`src/rtl/trf_pkg.sv`:
```
package trf_pkg;
  function automatic int addr_bits(input int depth);
    return (depth <= 2) ? 1 : $clog2(depth);
  endfunction
endpackage

```
`src/rtl/trf_token_ptr.sv`:
```
module trf_token_ptr #(
  parameter int DEPTH = 16,
  parameter int AW    = 4
) (
  input  logic          clk,
  input  logic          rst,
  input  logic          first_n,
  input  logic          step,
  input  logic          hand_in,
  output logic [AW-1:0] ptr_q,
  output logic          own_q,
  output logic          hand_out
);
  logic last;
  assign last     = (ptr_q == AW'(DEPTH - 1));
  assign hand_out = step & last;

  always_ff @(posedge clk) begin
    if (rst) begin
      ptr_q <= '0;
      own_q <= ~first_n;
    end else begin
      own_q <= (own_q & ~hand_out) | hand_in;
      if (step) ptr_q <= last ? '0 : ptr_q + 1'b1;
    end
  end

  assert_step_needs_token_R6: assert property (@(posedge clk) disable iff (rst)
    step |-> own_q);
  assert_no_double_token_R6: assert property (@(posedge clk) disable iff (rst)
    (own_q && !hand_out) |-> !hand_in);
endmodule

```
`src/rtl/trf_store.sv`:
```
module trf_store #(
  parameter int DEPTH = 16,
  parameter int AW    = 4,
  parameter int WIDTH = 9
) (
  input  logic             clk,
  input  logic             we,
  input  logic [AW-1:0]    waddr,
  input  logic [WIDTH-1:0] wdata,
  input  logic             re,
  input  logic [AW-1:0]    raddr,
  output logic [WIDTH-1:0] rdata_q
);
  logic [WIDTH-1:0] mem [DEPTH];

  always_ff @(posedge clk) begin
    if (we) mem[waddr] <= wdata;
  end

  always_ff @(posedge clk) begin
    if (re) rdata_q <= mem[raddr];
  end
endmodule

```
`src/rtl/trf_slice.sv`:
```
module trf_slice
  import trf_pkg::*;
#(
  parameter int DEPTH = 16,
  parameter int WIDTH = 9
) (
  input  logic             clk,
  input  logic             rst,
  input  logic             first_n,
  input  logic             wr_req,
  input  logic [WIDTH-1:0] wr_data,
  input  logic             rd_req,
  input  logic             wr_hand_in,
  input  logic             rd_hand_in,
  output logic             wr_hand_out,
  output logic             rd_hand_out,
  output logic             wr_own,
  output logic             rd_own,
  output logic             full_q,
  output logic             empty_q,
  output logic             rd_en_q,
  output logic [WIDTH-1:0] rd_data
);
  localparam int AW = addr_bits(DEPTH);
  localparam int CW = $clog2(DEPTH + 1);

  logic [AW-1:0] wptr, rptr;
  logic [CW-1:0] cnt_q, cnt_d;
  logic          wr_acc, rd_acc;

  assign wr_acc = wr_req & wr_own & ~full_q;
  assign rd_acc = rd_req & rd_own & ~empty_q;
  assign cnt_d  = cnt_q + CW'(wr_acc) - CW'(rd_acc);

  trf_token_ptr #(.DEPTH(DEPTH), .AW(AW)) u_wtok (
    .clk(clk), .rst(rst), .first_n(first_n), .step(wr_acc),
    .hand_in(wr_hand_in), .ptr_q(wptr), .own_q(wr_own), .hand_out(wr_hand_out));

  trf_token_ptr #(.DEPTH(DEPTH), .AW(AW)) u_rtok (
    .clk(clk), .rst(rst), .first_n(first_n), .step(rd_acc),
    .hand_in(rd_hand_in), .ptr_q(rptr), .own_q(rd_own), .hand_out(rd_hand_out));

  trf_store #(.DEPTH(DEPTH), .AW(AW), .WIDTH(WIDTH)) u_mem (
    .clk(clk), .we(wr_acc), .waddr(wptr), .wdata(wr_data),
    .re(rd_acc), .raddr(rptr), .rdata_q(rd_data));

  always_ff @(posedge clk) begin
    if (rst) begin
      cnt_q   <= '0;
      full_q  <= 1'b0;
      empty_q <= 1'b1;
      rd_en_q <= 1'b0;
    end else begin
      cnt_q   <= cnt_d;
      full_q  <= (cnt_d == CW'(DEPTH));
      empty_q <= (cnt_d == '0);
      rd_en_q <= rd_acc;
    end
  end

  assert_slice_hold_when_full_R2: assert property (@(posedge clk) disable iff (rst)
    (full_q && !rd_acc) |=> full_q);
  assert_slice_count_bound_R2: assert property (@(posedge clk) disable iff (rst)
    cnt_q <= CW'(DEPTH));
endmodule

```
`src/rtl/token_ring_fifo.sv`:
```
module token_ring_fifo #(
  parameter int SLICES      = 4,
  parameter int SLICE_DEPTH = 16,
  parameter int WIDTH       = 9
) (
  input  logic              clk,
  input  logic              rst,
  input  logic [SLICES-1:0] first_load_n,
  input  logic              wr_req,
  input  logic [WIDTH-1:0]  wr_data,
  input  logic              rd_req,
  output logic [WIDTH-1:0]  rd_data_o,
  output logic              rd_valid_o,
  output logic              full_o,
  output logic              empty_o,
  output logic [SLICES-1:0] wr_owner_o,
  output logic [SLICES-1:0] rd_owner_o
);
  logic [SLICES-1:0] wxo, rxo, wxi, rxi, sfull, sempty, sen;
  logic [WIDTH-1:0]  sdata [SLICES];

  for (genvar i = 0; i < SLICES; i++) begin : g_slice
    localparam int PREV = (i + SLICES - 1) % SLICES;
    assign wxi[i] = wxo[PREV];
    assign rxi[i] = rxo[PREV];

    trf_slice #(.DEPTH(SLICE_DEPTH), .WIDTH(WIDTH)) u_slice (
      .clk(clk), .rst(rst), .first_n(first_load_n[i]),
      .wr_req(wr_req), .wr_data(wr_data), .rd_req(rd_req),
      .wr_hand_in(wxi[i]), .rd_hand_in(rxi[i]),
      .wr_hand_out(wxo[i]), .rd_hand_out(rxo[i]),
      .wr_own(wr_owner_o[i]), .rd_own(rd_owner_o[i]),
      .full_q(sfull[i]), .empty_q(sempty[i]),
      .rd_en_q(sen[i]), .rd_data(sdata[i]));
  end

  always_comb begin
    rd_data_o = '0;
    for (int i = 0; i < SLICES; i++) begin
      if (sen[i]) rd_data_o = rd_data_o | sdata[i];
    end
  end

  assign rd_valid_o = |sen;
  assign full_o     = |(sfull & wr_owner_o);
  assign empty_o    = |(sempty & rd_owner_o);

  assert_wr_token_onehot_R6: assert property (@(posedge clk) disable iff (rst)
    $countones(wr_owner_o) == 1);
  assert_rd_token_onehot_R6: assert property (@(posedge clk) disable iff (rst)
    $countones(rd_owner_o) == 1);
  assert_single_reader_R5: assert property (@(posedge clk) disable iff (rst)
    $onehot0(sen));
  assert_empty_read_ignored_R3: assert property (@(posedge clk) disable iff (rst)
    (empty_o && rd_req) |=> !rd_valid_o);
  assert_full_holds_R2: assert property (@(posedge clk) disable iff (rst)
    (full_o && !rd_req) |=> full_o);
  assert_flags_exclusive_R9: assert property (@(posedge clk) disable iff (rst)
    !(full_o && empty_o));
endmodule

```
`config.mk`:
```
export PLATFORM = sky130hd
export DESIGN_NAME = token_ring_fifo
export DESIGN_NICKNAME = d
export VERILOG_FILES = /design/src/rtl/trf_pkg.sv /design/src/rtl/trf_token_ptr.sv /design/src/rtl/trf_store.sv /design/src/rtl/trf_slice.sv /design/src/rtl/token_ring_fifo.sv
export SDC_FILE = /design/constraint.sdc
export NUM_CORES = 1
export LEC_CHECK = 0
export ABC_AREA = 1
export BUFFER_PORTS_ARGS = -buffer_cell sky130_fd_sc_hd__buf_2
export CORE_ASPECT_RATIO = 0.6
export CORE_MARGIN = 1.5
export CORE_UTILIZATION = 40
export CTS_CLUSTER_SIZE = 12
export DETAILED_ROUTE_END_ITERATION = 8
export GPL_TIMING_DRIVEN = 0
export MAX_ROUTING_LAYER = met4
export SETUP_SLACK_MARGIN = 0.2
export SYNTH_ARGS = -nofsm -noshare
export SYNTH_HDL_FRONTEND = slang
export SYNTH_SLANG_ARGS = --single-unit
```
`constraint.sdc`:
```
create_clock -name clk -period 3.6 [get_ports clk]
set_clock_uncertainty 0.05 [all_clocks]
set_input_delay 0.36 -clock clk [delete_from_list [all_inputs] [get_ports clk]]
set_output_delay 0.36 -clock clk [all_outputs]
set_load 0.01 [all_outputs]
```
## Yosys cells after proc, flatten, opt, wreduce, memory -nomap -nowiden

Memories as Yosys holds them, arrays and structs flattened. A register that Yosys moved wholly into a read port is not among the register bits.
Cells that the tools add are included.
Widths: inputs -> output; s select.

| cells by class | value |
|---|---|
| add/sub/neg operators | 16 |
| eq/ne operators | 12 |
| mux-type cells | 28 |
| bitwise gates (word level) | 65 |
| reductions and logical operators | 7 |

Operators with widths:

| cell | count |
|---|---|
| $mux 9 | 4 |
| $add 4x1->4 const B | 8 |
| $and 1x1->1 | 32 |
| $eq 4x4->1 const B | 8 |
| $mux 4 | 8 |
| $or 9x9->9 | 3 |
| $add 5x1->5 | 4 |
| $eq 5x5->1 const B | 4 |
| $logic_not 5->1 | 4 |
| $not 1->1 | 20 |
| $sub 5x1->5 | 4 |
| $mux 1 | 16 |
| $reduce_or 4->1 | 3 |
| $and 4x4->4 | 2 |
| $or 1x1->1 | 8 |

| storage, ports and cells | value |
|---|---|
| register bits after elaboration | 72 |
| RAM bits | 576 |
| input port bits | 17 |
| logic and storage cells | 164 |
| memories kept | 4 |

Memories:

| name | words | width | rd ports | clocked after Yosys merged registers in | wr ports | line | text |
|---|---|---|---|---|---|---|---|
| g_slice[0].u_slice.u_mem.mem | 16 | 9 | 1 | 1 | 1 | trf_store.sv:14 | `logic [WIDTH-1:0] mem [DEPTH];` |
| g_slice[1].u_slice.u_mem.mem | 16 | 9 | 1 | 1 | 1 | trf_store.sv:14 |  |
| g_slice[2].u_slice.u_mem.mem | 16 | 9 | 1 | 1 | 1 | trf_store.sv:14 |  |
| g_slice[3].u_slice.u_mem.mem | 16 | 9 | 1 | 1 | 1 | trf_store.sv:14 |  |

## Longest topological paths before layout

Gate-level depths: netlist of run 1.

| depth | value |
|---|---|
| depth in word-level cells | 7 |
| mapped depth | 14 |
| gate-level depth less buffers | 14 |

## Modules after synthesis

From an unflattened synthesis of run 1, not the netlist that was laid out.

| unflattened totals | value |
|---|---|
| cells, all modules | 3094 |
| area total of the unflattened synthesis | 30506.8 µm² |

Modules (own cells, without submodules):

| module | instances | cells an instance | area an instance (µm²) | sequential area each (µm²) |
|---|---|---|---|---|
| trf_store | 4 | 615 | 6592.6 | 4594.4 |
| trf_token_ptr | 8 | 34 | 234.0 | 100.1 |
| trf_slice | 4 | 64 | 459.2 | 160.2 |
| token_ring_fifo | 1 | 106 | 427.9 | 0.0 |

## Worst setup path after synthesis of run 1

Ideal clock, no wire load.

| path | value |
|---|---|
| path kind | input to register |
| start point | input rd_req |
| end point | register g_slice[1].u_slice.empty_q |
| setup time | 0.115 ns |
| arrival time | 2.189 ns |
| required time | 3.435 ns |
| setup slack | 1.246 ns |
| cell stages on the path | 12 |
| path buffers | 0 |
| path through | nand3_1 -> inv_1 -> ha_1 -> inv_1 -> ha_1 -> inv_1 -> fa_1 -> nand3b_1 -> nand3_1 -> nand2_1 -> nand3_1 -> nand2_1 |

| between the ends | value |
|---|---|
| cells in the longest elaborated chain, start to end | 4 |

RTL lines:

| element | line | text |
|---|---|---|
| start, declared | token_ring_fifo.sv:11 | `input logic rd_req,` |
| $and 1x1->1 (2 in a row) | trf_slice.sv:32 | `assign rd_acc = rd_req & rd_own & ~empty_q;` |
| net g_slice[1].u_slice.rd_acc | trf_slice.sv:29 | `logic wr_acc, rd_acc;` |
| $sub 5x1->5 | trf_slice.sv:33 | `assign cnt_d = cnt_q + CW'(wr_acc) - CW'(rd_acc);` |
| $logic_not 5->1 | trf_slice.sv:56 | `empty_q <= (cnt_d == '0);` |
| end signal, assigned | trf_slice.sv:56 |  |
| end, declared | trf_slice.sv:20 | `output logic empty_q,` |

The timed path passes the listed nets, and every way through them passes these cells.
A chain may end at the register's enable or synchronous reset.

## Worst setup path after layout of run 1

| path | value |
|---|---|
| start point | register g_slice[1].u_slice.u_rtok.own_q |
| end point | register g_slice[1].u_slice.full_q |

| between the ends | value |
|---|---|
| cells in the longest elaborated chain, start to end | 4 |

RTL lines:

| element | line | text |
|---|---|---|
| start, declared | trf_token_ptr.sv:11 | `output logic own_q,` |
| start signal, assigned | trf_token_ptr.sv:21 | `own_q <= ~first_n;` |
| start signal, assigned | trf_token_ptr.sv:23 | `own_q <= (own_q & ~hand_out) \| hand_in;` |
| $and 1x1->1 (2 in a row) | trf_slice.sv:32 |  |
| net g_slice[1].u_slice.rd_acc | trf_slice.sv:29 |  |
| $sub 5x1->5 | trf_slice.sv:33 |  |
| $eq 5x5->1 | trf_slice.sv:55 | `full_q <= (cnt_d == CW'(DEPTH));` |
| end signal, assigned | trf_slice.sv:55 |  |
| end, declared | trf_slice.sv:19 | `output logic full_q,` |

The timed path passes the listed nets, and every way through them passes these cells.

==> results of run 1 <==
[worst paths after layout]
check                                      from                                  to  cells past startpoint
min reg2reg  g_slice[0].u_slice.u_wtok.ptr_q[2]  g_slice[0].u_slice.u_wtok.ptr_q[2]                      1
min                             first_load_n[2]     g_slice[2].u_slice.u_rtok.own_q                      3
max reg2reg     g_slice[1].u_slice.u_rtok.own_q           g_slice[1].u_slice.full_q                     11
max             g_slice[1].u_slice.u_rtok.own_q           g_slice[1].u_slice.full_q                     11
[state kept, by name (all words and copies together), names as in the netlist]
signal,count
g_slice.u_slice.u_mem.rdata_q,36
g_slice.u_slice.u_mem.mem,576
g_slice.u_slice.rd_en_q,4
g_slice.u_slice.full_q,4
g_slice.u_slice.u_rtok.ptr_q,16
g_slice.u_slice.u_wtok.ptr_q,16
g_slice.u_slice.u_rtok.own_q,4
g_slice.u_slice.empty_q,4
g_slice.u_slice.u_wtok.own_q,4
g_slice.u_slice.cnt_q,20
[layout by cell type, fill, tap and decap left out, drive strengths merged]
cell and instances:
a21boi 2, a21oi 29, and3 1, buf 140, clkbuf 116, clkinv 18, dfxtp 72, diode 2
dlygate4sd3 1, edfxtp 612, fa 4, ha 40, inv 663, nand2 1045, nand3 401, nand3b 3
nand4 12, nor2 125, nor3 8, o21a 1, o21ai 23, or2 2, or4 1, xnor2 2
xor2 2
[area by class of cell]
type                    instances  share of cell area [%]
repair buffers                 39                   0.832
clock buffers                  98                    5.68
plain buffers                 120                    1.90
well taps                    1000                    3.68
clock inverters                13                   0.232
inverters                     668                    7.38
flip-flops and latches        684                    58.3
diodes                          2                  0.0147
multi-input cells            1701                    22.0
[routing by layer]
| layer | up-vias | routed length [microns] | part of all wire (%) |
|---|---|---|---|
| met5 | - | 0 | 0 |
| met4 | 0 | 1280 | 1.6 |
| met3 | 97 | 7450 | 9.5 |
| met2 | 687 | 30000 | 38 |
| li1 | 10200 | - | - |
| met1 | 9904 | 40000 | 51 |
[stage by stage]
stage | instances | utilization (%)
2_1_floorplan | 3173 | -
6_report | 4325 | 45.1
5_1_grt | 4323 | 45.1
3_5_place_dp | 4211 | 42.4
3_3_place_gp | 4208 | 42.3
4_1_cts | 4323 | 45.1
[power by group]
group | internal [W] | total (W) | switching, W
Sequential | 0.00900 | 0.00913 | 0.000132
Combinational | 0.000920 | 0.00309 | 0.00217
Clock | 0.00372 | 0.00677 | 0.00305
Total | 0.0136 | 0.0190 | 0.00535
[worst max-delay path: stages, from the launching register on]
cell	delay (ps)
dfxtp_1	490
nand3_1	300
inv_1	490
ha_1	320
inv_1	60
ha_1	150
inv_1	60
fa_1	410
nand3b_1	190
nand3_1	120
nand3_1	110
nor2_1	130
[kinds of logic (layout without fill, tap and decap cells)]
logic type	count (synthesis)	after routing
and+or+nand+nor	1598	1598
buffers and inverters	788	938
DFF	684	684
AOI/OAI and AO/OA	55	55
adders and majority gates	44	44
xor gates and xnor gates	4	4
other	0	2
==> impl_results.md, run 1 <==
* Syn avg cell area at 9.60 sq um
* Pwr dens at 559 mW/mm^2
* Cell with the most instances after synthesis: nand2_1
* Gr busiest metal: met1
* Number of synthesized flops with an enable pin at 612
* Vias per std cell at 4.83
* Slew @ Worst Pin at 995 ps
* CTS Buf Count at 69
* Predominant post-synthesis flop cell: edfxtp_1
* CTS root buf: clkbuf_16
* Die W at 359 microns
* Grt met3 use at 4.64%
* Static leakage at 14.9 nW
* Worst Path Arrival at 3440 ps
* Top post-synthesis cells by count: nand2_1 (1045), inv_1 (655), edfxtp_1 (612), nand3_1 (401), nor2_1 (123)
* Initial antenna violation count at 2
* Hold Slack at 17.5 ps
* # clock sinks at 684
* Vias in the first global route at 19400
* Distinct cells, synth at 30
* Design area at 0.0340 sq mm
* Vias after detailed routing at 20900
* Synth Cell Area at 0.0304 sq mm
* Die height at 217 microns
* Post-synthesis register bit count at 684
* CTS max path bufs at 3
* Peak supply drop at 0.000358 V
* CP max FO at 14
* Share of cells above drive strength 1 at 6.86%
* GR Layer Usage met1 at 33.1%
* Status: completed
* Area grow syn2layout at 11.6%
* Setup_tns at 0 ps
* Yosys top cell by area: edfxtp_1
* Drt first-iter violations at 2428
* Total power draw at 0.0190 W
* Clock-pin slew on the worst setup and hold paths at 60 ps
* RSZ-0062 raised after global routing: false
* Hold_buf cts at 1
* DR pass1 iterations at 5
* Die area at 0.0778 sq mm
* Setup bufs post-CTS at 0
* Register area share after synthesis at 65.1%
* Startpoint types: flop
* Routed Antenna Nets at 0
* Resize count post-CTS at 0
* Ys async rst share at 0%
* TritonCTS clock tree: done
* Final wirelength at 78.7 mm
* Initial Util at 40.4%
* Gate Count Post-Synth at 3173
* Final worst-path setup slack at 648 ps
* Critical Path Sink Type: flop
* Post-synthesis mux area share at 0%
* Register area at 0.0198 sq mm
* Number of port buffers at 35
* Dpl ws at 591 ps
* Yosys top cell area share at 60.4%
* # fillers at 7239
* RePlAce Congestion at 0.951
* FP Rows at 78
* Final Max Tran Viols at 0
* Simple-Gate Fraction of Synth Area at 21.6%
* Crit path time final at 2950 ps
* Post-synthesis adder-cell area fraction at 1.91%
* # H-tree levels at 3
* I/O pin count at 37
* Max Cap Viol at 0
* Area of the multi-input gates at 0.00748 sq mm
* M2 GR Usage at 26.9%
* Worst skew pair latency at 620 ps
* Core area at 0.0754 sq mm
* Critical Path RT at 4090 ps
* NumNets Final at 3344
* Yosys warnings at 0
* Global route overflow at 0
* Period utilization at 82.0%
* Routed len/inst at 18.2 microns
* Top post-synthesis cells by area: edfxtp_1 (60%), nand2_1 (13%), inv_1 (8.1%), nand3_1 (6.6%), dfxtp_1 (4.7%)
* Critical path class: flop to flop
* # DRC at 0
* Synth Area in Compound Gates at 0.929%
* Post-synth net total at 3234
* Fmax at 0.339 GHz
* Area after DPL at 0.0320 sq mm
* Final Hold Viols at 0
* Hold Path Class: primary input to flop
* Max-Slew Margin vs Limit at 33.4%
* Combinational family with the most area after synthesis: simple AND/OR/NAND/NOR gates
* Final setup fails at 0
* Global-route wire length before repair at 119 mm
* Largest net degree at the start of global routing at 65
* Synth Area in XOR/XNOR at 0.115%
* Slack of the worst reg-to-reg path at 650 ps
* Dpl hpwl at 52.1 mm
* GRT Resource Usage Total at 21.0%
No activity file was read; power rests on OpenSTA's default activity.
==> run 2, diff against run 1 <==
--- a/config.mk
+++ b/config.mk
@@ -5,7 +5,7 @@
 export SDC_FILE = /design/constraint.sdc
 export NUM_CORES = 1
 export LEC_CHECK = 0
-export ABC_AREA = 1
+export ABC_AREA = 0
 export BUFFER_PORTS_ARGS = -buffer_cell sky130_fd_sc_hd__buf_2
 export CORE_ASPECT_RATIO = 0.6
 export CORE_MARGIN = 1.5
==> constraint.sdc (replaced) <==
create_clock -name clk -period 2.4 [get_ports clk]
set_clock_uncertainty 0.05 [all_clocks]
set_input_delay 0.24 -clock clk [delete_from_list [all_inputs] [get_ports clk]]
set_output_delay 0.24 -clock clk [all_outputs]
set_load 0.01 [all_outputs]
==> impl_results.md, run 2 <==
* Status: completed
* Yosys warnings at 0
* NumNets Final at 1630
* Worst skew pair latency at 590 ps
* Ys async rst share at 0%
* Syn avg cell area at 18.6 sq um
* Drt first-iter violations at 1572
* Yosys top cell by area: edfxtp_1
* Core area at 0.0663 sq mm
* Max-Slew Margin vs Limit at 7.90%
* Top post-synthesis cells by area: edfxtp_1 (68%), mux4_2 (12%), dfxtp_1 (5.4%), a22oi_1 (2.8%), ha_1 (1.9%)
* Area of the multi-input gates at 0.00707 sq mm
* Vias after detailed routing at 13700
* Worst Path Arrival at 2760 ps
* GRT Resource Usage Total at 18.5%
* Cell with the most instances after synthesis: edfxtp_1
* Vias in the first global route at 13700
* Fmax at 0.431 GHz
* CTS Buf Count at 67
* Global-route wire length before repair at 89.6 mm
* Area grow syn2layout at 15.5%
* Die area at 0.0687 sq mm
* Vias per std cell at 5.48
* Number of port buffers at 35
* Synth Cell Area at 0.0268 sq mm
* Max FFs per register at 576
* Top flop regs: g_slice.u_slice.u_mem.mem (576), g_slice.u_slice.u_mem.rdata_q (36), g_slice.u_slice.cnt_q (20)
* Commonest non-fill, non-tap cell in the layout: edfxtp_1
* Global route overflow at 0
* Die height at 204 microns
* Slew @ Worst Pin at 1380 ps
* Hold Slack at 163 ps
* Top post-synthesis cells by count: edfxtp_1 (612), mux4_2 (144), nor2_1 (103), a22oi_1 (100), nand2_1 (77)
* DR pass1 iterations at 5
* Final Max Tran Viols at 0
* Peak supply drop at 0.000553 V
* N_diodes at 0
* Clock-pin slew on the worst setup and hold paths at 60 ps
* Static leakage at 9.85 nW
* I/O pin count at 37
* # fillers at 5609
* Critical path class: flop to flop
* # clock sinks at 684
* Pwr dens at 921 mW/mm^2
* Post-synthesis adder-cell area fraction at 2.16%
* Post-synth net total at 1502
* Predominant post-synthesis flop cell: edfxtp_1
* Number of synthesized flops with an enable pin at 612
* Initial antenna violation count at 0
* Routed Antenna Nets at 0
* Crit path time final at 2320 ps
* Share of cells above drive strength 1 at 27.9%
* Critical Path RT at 2840 ps
* Startpoint types: flop
* RSZ-0062 raised after global routing: true
* Final setup fails at 0
* Die W at 337 microns
* RePlAce Congestion at 0.870
* CTS max path bufs at 3
* Synth Area in XOR/XNOR at 1.21%
* # DRC at 0
* Gate Count Post-Synth at 1441
* Most flops, register: g_slice.u_slice.u_mem.mem
* Register area share after synthesis at 73.9%
* CTS root buf: clkbuf_16
* Synth Area in Compound Gates at 3.74%
* Routed len/inst at 24.1 microns
* Dpl hpwl at 38.4 mm
* Yosys top cell area share at 68.5%
* # H-tree levels at 3
* Max Cap Viol at 0
* TritonCTS clock tree: done
* Initial Util at 40.5%
* Period utilization at 96.7%
* CP max FO at 3
* Simple-Gate Fraction of Synth Area at 4.71%
* Dpl ws at -256 ps
* Largest net degree at the start of global routing at 65
* Distinct cells, synth at 34
* Post-synthesis register bit count at 684
* Hold Path Class: primary input to flop
* Combinational family with the most area after synthesis: multiplexers
* Final wirelength at 60.2 mm
* Critical Path Sink Type: flop
* Setup_tns at 0 ps
* Register area at 0.0198 sq mm
* Post-synthesis mux area share at 12.2%
* Commonest cells after routing, fill and taps aside: edfxtp_1 (612), mux4_2 (144), a22oi_1 (87)
* FP Rows at 73
* Final Hold Viols at 0
* Final worst-path setup slack at 78.5 ps
==> run 2: worst max-delay path, cell delays in order (launching register included) <==
cell and delay, ps:
dfxtp_2 320, and3b_1 220, clkbuf_8 140, ha_4 190
inv_2 60, ha_4 120, inv_2 40, fa_2 360
nand2b_4 170, a21oi_4 150, xnor2_2 120, nor4bb_2 300
==> run 2: layer usage <==
| layer | vias up | global-route usage, % | part of all wire (%) |
|---|---|---|---|
| met2 | 483 | 24.1 | 42 |
| met1 | 7173 | 29.0 | 49 |
| li1 | 5962 | - | - |
| met5 | - | - | 0 |
| met4 | 0 | 4.36 | 1.9 |
| met3 | 87 | 4.16 | 7.6 |
==> run 2: area by class of cell <==
| class | count | area share (%) |
|---|---|---|
| repair buffers | 59 | 1.32 |
| inverters | 35 | 0.424 |
| multi-input cells | 642 | 22.8 |
| flip-flops and latches | 684 | 64.0 |
| clock inverters | 3 | 0.0565 |
| clock buffers | 98 | 6.10 |
| plain buffers | 80 | 1.64 |
| well taps | 900 | 3.63 |
==> run 2: kinds of logic (layout without fill, tap and decap cells) <==
logic type / after synthesis / in the layout
AOI/OAI and AO/OA: 142 / 142
xor gates and xnor gates: 37 / 37
buffers and inverters: 115 / 275
muxes: 148 / 148
adders and majority gates: 44 / 44
and+or+nand+nor: 271 / 271
DFF: 684 / 684
==> run 2: final timing paths <==
check,startpoint,end,slack [ps],depth (start not counted)
setup reg to reg,g_slice[1].u_slice.empty_q,g_slice[1].u_slice.full_q,80,11
setup / recovery,g_slice[1].u_slice.empty_q,g_slice[1].u_slice.full_q,80,11
hold reg to reg,g_slice[1].u_slice.u_rtok.ptr_q[3],g_slice[1].u_slice.u_rtok.ptr_q[3],530,2
hold / removal,wr_data[5],g_slice[3].u_slice.u_mem.mem[9][5],160,1
==> run 2: metrics by stage <==
stage	std cells	total power, W	utilization [%]	cell area [sq um]
floorplan	1441	0.0172	-	27000
global placement	2376	0.0184	42.7	28300
detailed placement	2377	0.0186	42.8	28400
CTS	2497	0.0285	46.2	30600
global route	2501	0.0297	46.7	31000
finish	2501	0.0285	46.7	31000
==> run 2: power by group <==
group / internal, W / switching, W
sequential: 0.0136 / 0.000270
clock: 0.00541 / 0.00418
combinational: 0.00232 / 0.00277
==> run 2: timing repair <==
action,CTS,global route
hold buffers,4,0
buffers inserted,15,3
setup endpoints to repair,358,356
endpoints found under the hold margin,8,0
gates resized for setup,66,73
pin swaps,13,13
==> run 3, diff against run 2 <==
--- a/config.mk
+++ b/config.mk
@@ -9,7 +9,7 @@
 export BUFFER_PORTS_ARGS = -buffer_cell sky130_fd_sc_hd__buf_2
 export CORE_ASPECT_RATIO = 0.6
 export CORE_MARGIN = 1.5
-export CORE_UTILIZATION = 40
+export CORE_UTILIZATION = 30
 export CTS_CLUSTER_SIZE = 12
 export DETAILED_ROUTE_END_ITERATION = 8
 export GPL_TIMING_DRIVEN = 0
==> impl_results.md, run 3 (synthesis results as in run 2) <==
* Number of port buffers at 35
* M2 GR Usage at 18.2%
* Final Max Tran Viols at 0
* Die height at 235 microns
* Final wirelength at 64.6 mm
* Period utilization at 97.8%
* Global route overflow at 0
* Peak supply drop at 0.000574 V
* Grt met3 use at 4.52%
* CP max FO at 3
* TritonCTS clock tree: done
* Initial antenna violation count at 7
* RePlAce Congestion at 0.819
* Slew @ Worst Pin at 1380 ps
* GR Layer Usage met1 at 22.4%
* Reg power frac at 48.1%
* RSZ-0062 raised after global routing: true
* Critical Path RT at 2870 ps
* Final setup fails at 0
* Critical path class: flop to flop
* Top flop regs: g_slice.u_slice.u_mem.mem (576), g_slice.u_slice.u_mem.rdata_q (36), g_slice.u_slice.cnt_q (20)
* Startpoint types: flop
* Dpl ws at -197 ps
* Drt first-iter violations at 1368
* Global-route wire length before repair at 94.8 mm
* I/O pin count at 37
* Largest net degree at the start of global routing at 65
* Switch share at 26.2%
* CTS Buf Count at 66
* Post-Route Utilization at 35.7%
* Max-Slew Margin vs Limit at 8.18%
* Clk network pwr share at 34.0%
* Initial Util at 30.5%
* # clock sinks at 684
* Max Cap Viol at 0
* Vias after detailed routing at 13900
* CTS max path bufs at 3
* Routed len/inst at 23.2 microns
* Critical Path Sink Type: flop
* Placed insts at 2637
* Slack of the worst reg-to-reg path at 50 ps
* Hold Path Class: primary input to flop
* Dpl hpwl at 41.6 mm
* Pwr dens at 919 mW/mm^2
* Status: completed
* Final Hold Viols at 0
* Power share of the combinational group at 18.0%
* Post-route insts no fill at 2783
* Max FFs per register at 576
* Core area at 0.0881 sq mm
* # DRC at 0
* Crit path time final at 2350 ps
* Switch Pwr at 0.00756 W
* Die area at 0.0913 sq mm
* Most flops, register: g_slice.u_slice.u_mem.mem
* Gr busiest metal: met1
* NumNets Final at 1629
* Worst skew pair latency at 630 ps
* Clock-pin slew on the worst setup and hold paths at 60 ps
* FP Rows at 84
* Commonest non-fill, non-tap cell in the layout: edfxtp_1
* GRT Resource Usage Total at 14.5%
* Area grow syn2layout at 17.2%
* Fmax at 0.426 GHz
* Worst Path Arrival at 2820 ps
* Final worst-path setup slack at 53.6 ps
* # fillers at 8186
* Static leakage at 9.85 nW
* Share of cells above drive strength 1 at 28.1%
* P_int at 0.0214 W
* Vias per std cell at 5.00
* # H-tree levels at 3
* DR pass1 iterations at 5
* Die W at 389 microns
* Routed Antenna Nets at 0
* Commonest cells after routing, fill and taps aside: edfxtp_1 (612), mux4_2 (144), a22oi_1 (88)
* Vias in the first global route at 14000
* CTS root buf: clkbuf_16
==> run 3: cell count changes in the layout (fill, tap and decap cells not counted), sizes merged <==
| cell | previous run | this run |
|---|---|---|
| clkbuf | 136 | 153 |
| diode | 0 | 2 |
| buf | 97 | 98 |
| inv | 36 | 37 |
==> run 3: metal layers <==
metal / vias to the layer above / share of wire [%]
li1: 5976 / -
met1: 7361 / 48
met2: 512 / 40
met3: 77 / 9.9
met4: 0 / 1.5
met5: - / 0
==> run 3: critical path, cell delays in order, from the launching register on <==
cell,delay (ps)
dfxtp_2,360
and3b_1,190
clkbuf_8,140
ha_4,250
inv_2,40
ha_4,150
fa_2,350
a21o_1,180
a21oi_2,160
xnor2_2,100
nor4bb_1,280
==> run 3: path summary, 6_finish.rpt <==
| path | depth (start not counted) | to | startpoint |
|---|---|---|---|
| hold / removal | 1 | g_slice[3].u_slice.u_mem.mem[2][0] | wr_data[0] |
| setup / recovery | 10 | g_slice[2].u_slice.full_q | g_slice[2].u_slice.empty_q |
| hold reg to reg | 2 | g_slice[0].u_slice.u_wtok.own_q | g_slice[0].u_slice.u_wtok.own_q |
| setup reg to reg | 10 | g_slice[2].u_slice.full_q | g_slice[2].u_slice.empty_q |
==> run 3: cell type report <==
cell class / instances / area (sq um) / area share (%)
clock buffers: 116 / 1900 / 6.05
flip-flops and latches: 684 / 19800 / 63.1
clock inverters: 4 / 61.3 / 0.195
repair buffers: 59 / 408 / 1.30
well taps: 1161 / 1450 / 4.62
multi-input cells: 642 / 7120 / 22.6
diodes: 2 / 5.00 / 0.0159
inverters: 35 / 134 / 0.426
plain buffers: 80 / 523 / 1.66
==> run 3: timing repair <==
item	in CTS	in global routing
setup endpoints to repair	345	366
gates resized for setup	69	93
pin swaps	11	8
buffers inserted	13	5
hold buffers	4	0
endpoints found under the hold margin	8	0
==> run 3: per-stage QoR <==
| step | total power [W] | setup TNS (ps) | hold WS (ps) | cell area (sq um) |
|---|---|---|---|---|
| 5_1_grt | 0.0301 | -667 | 72.1 | 31500 |
| 3_3_place_gp | 0.0185 | -46560 | 462 | 28600 |
| 6_report | 0.0289 | 0 | 62.9 | 31500 |
| 3_5_place_dp | 0.0186 | -2670 | 470 | 28700 |
| 2_1_floorplan | 0.0172 | 0 | 274 | 27000 |
| 4_1_cts | 0.0288 | 0 | 109 | 31000 |
==> run 3: power by group through the flow <==
stage	Clock, W	Sequential, W	Combinational [W]
after floorplan	0	0.0140	0.00318
after global placement	0	0.0141	0.00433
after detailed placement	0	0.0141	0.00447
after CTS	0.0100	0.0139	0.00494
after global routing	0.0105	0.0139	0.00564
final	0.00983	0.0139	0.00519
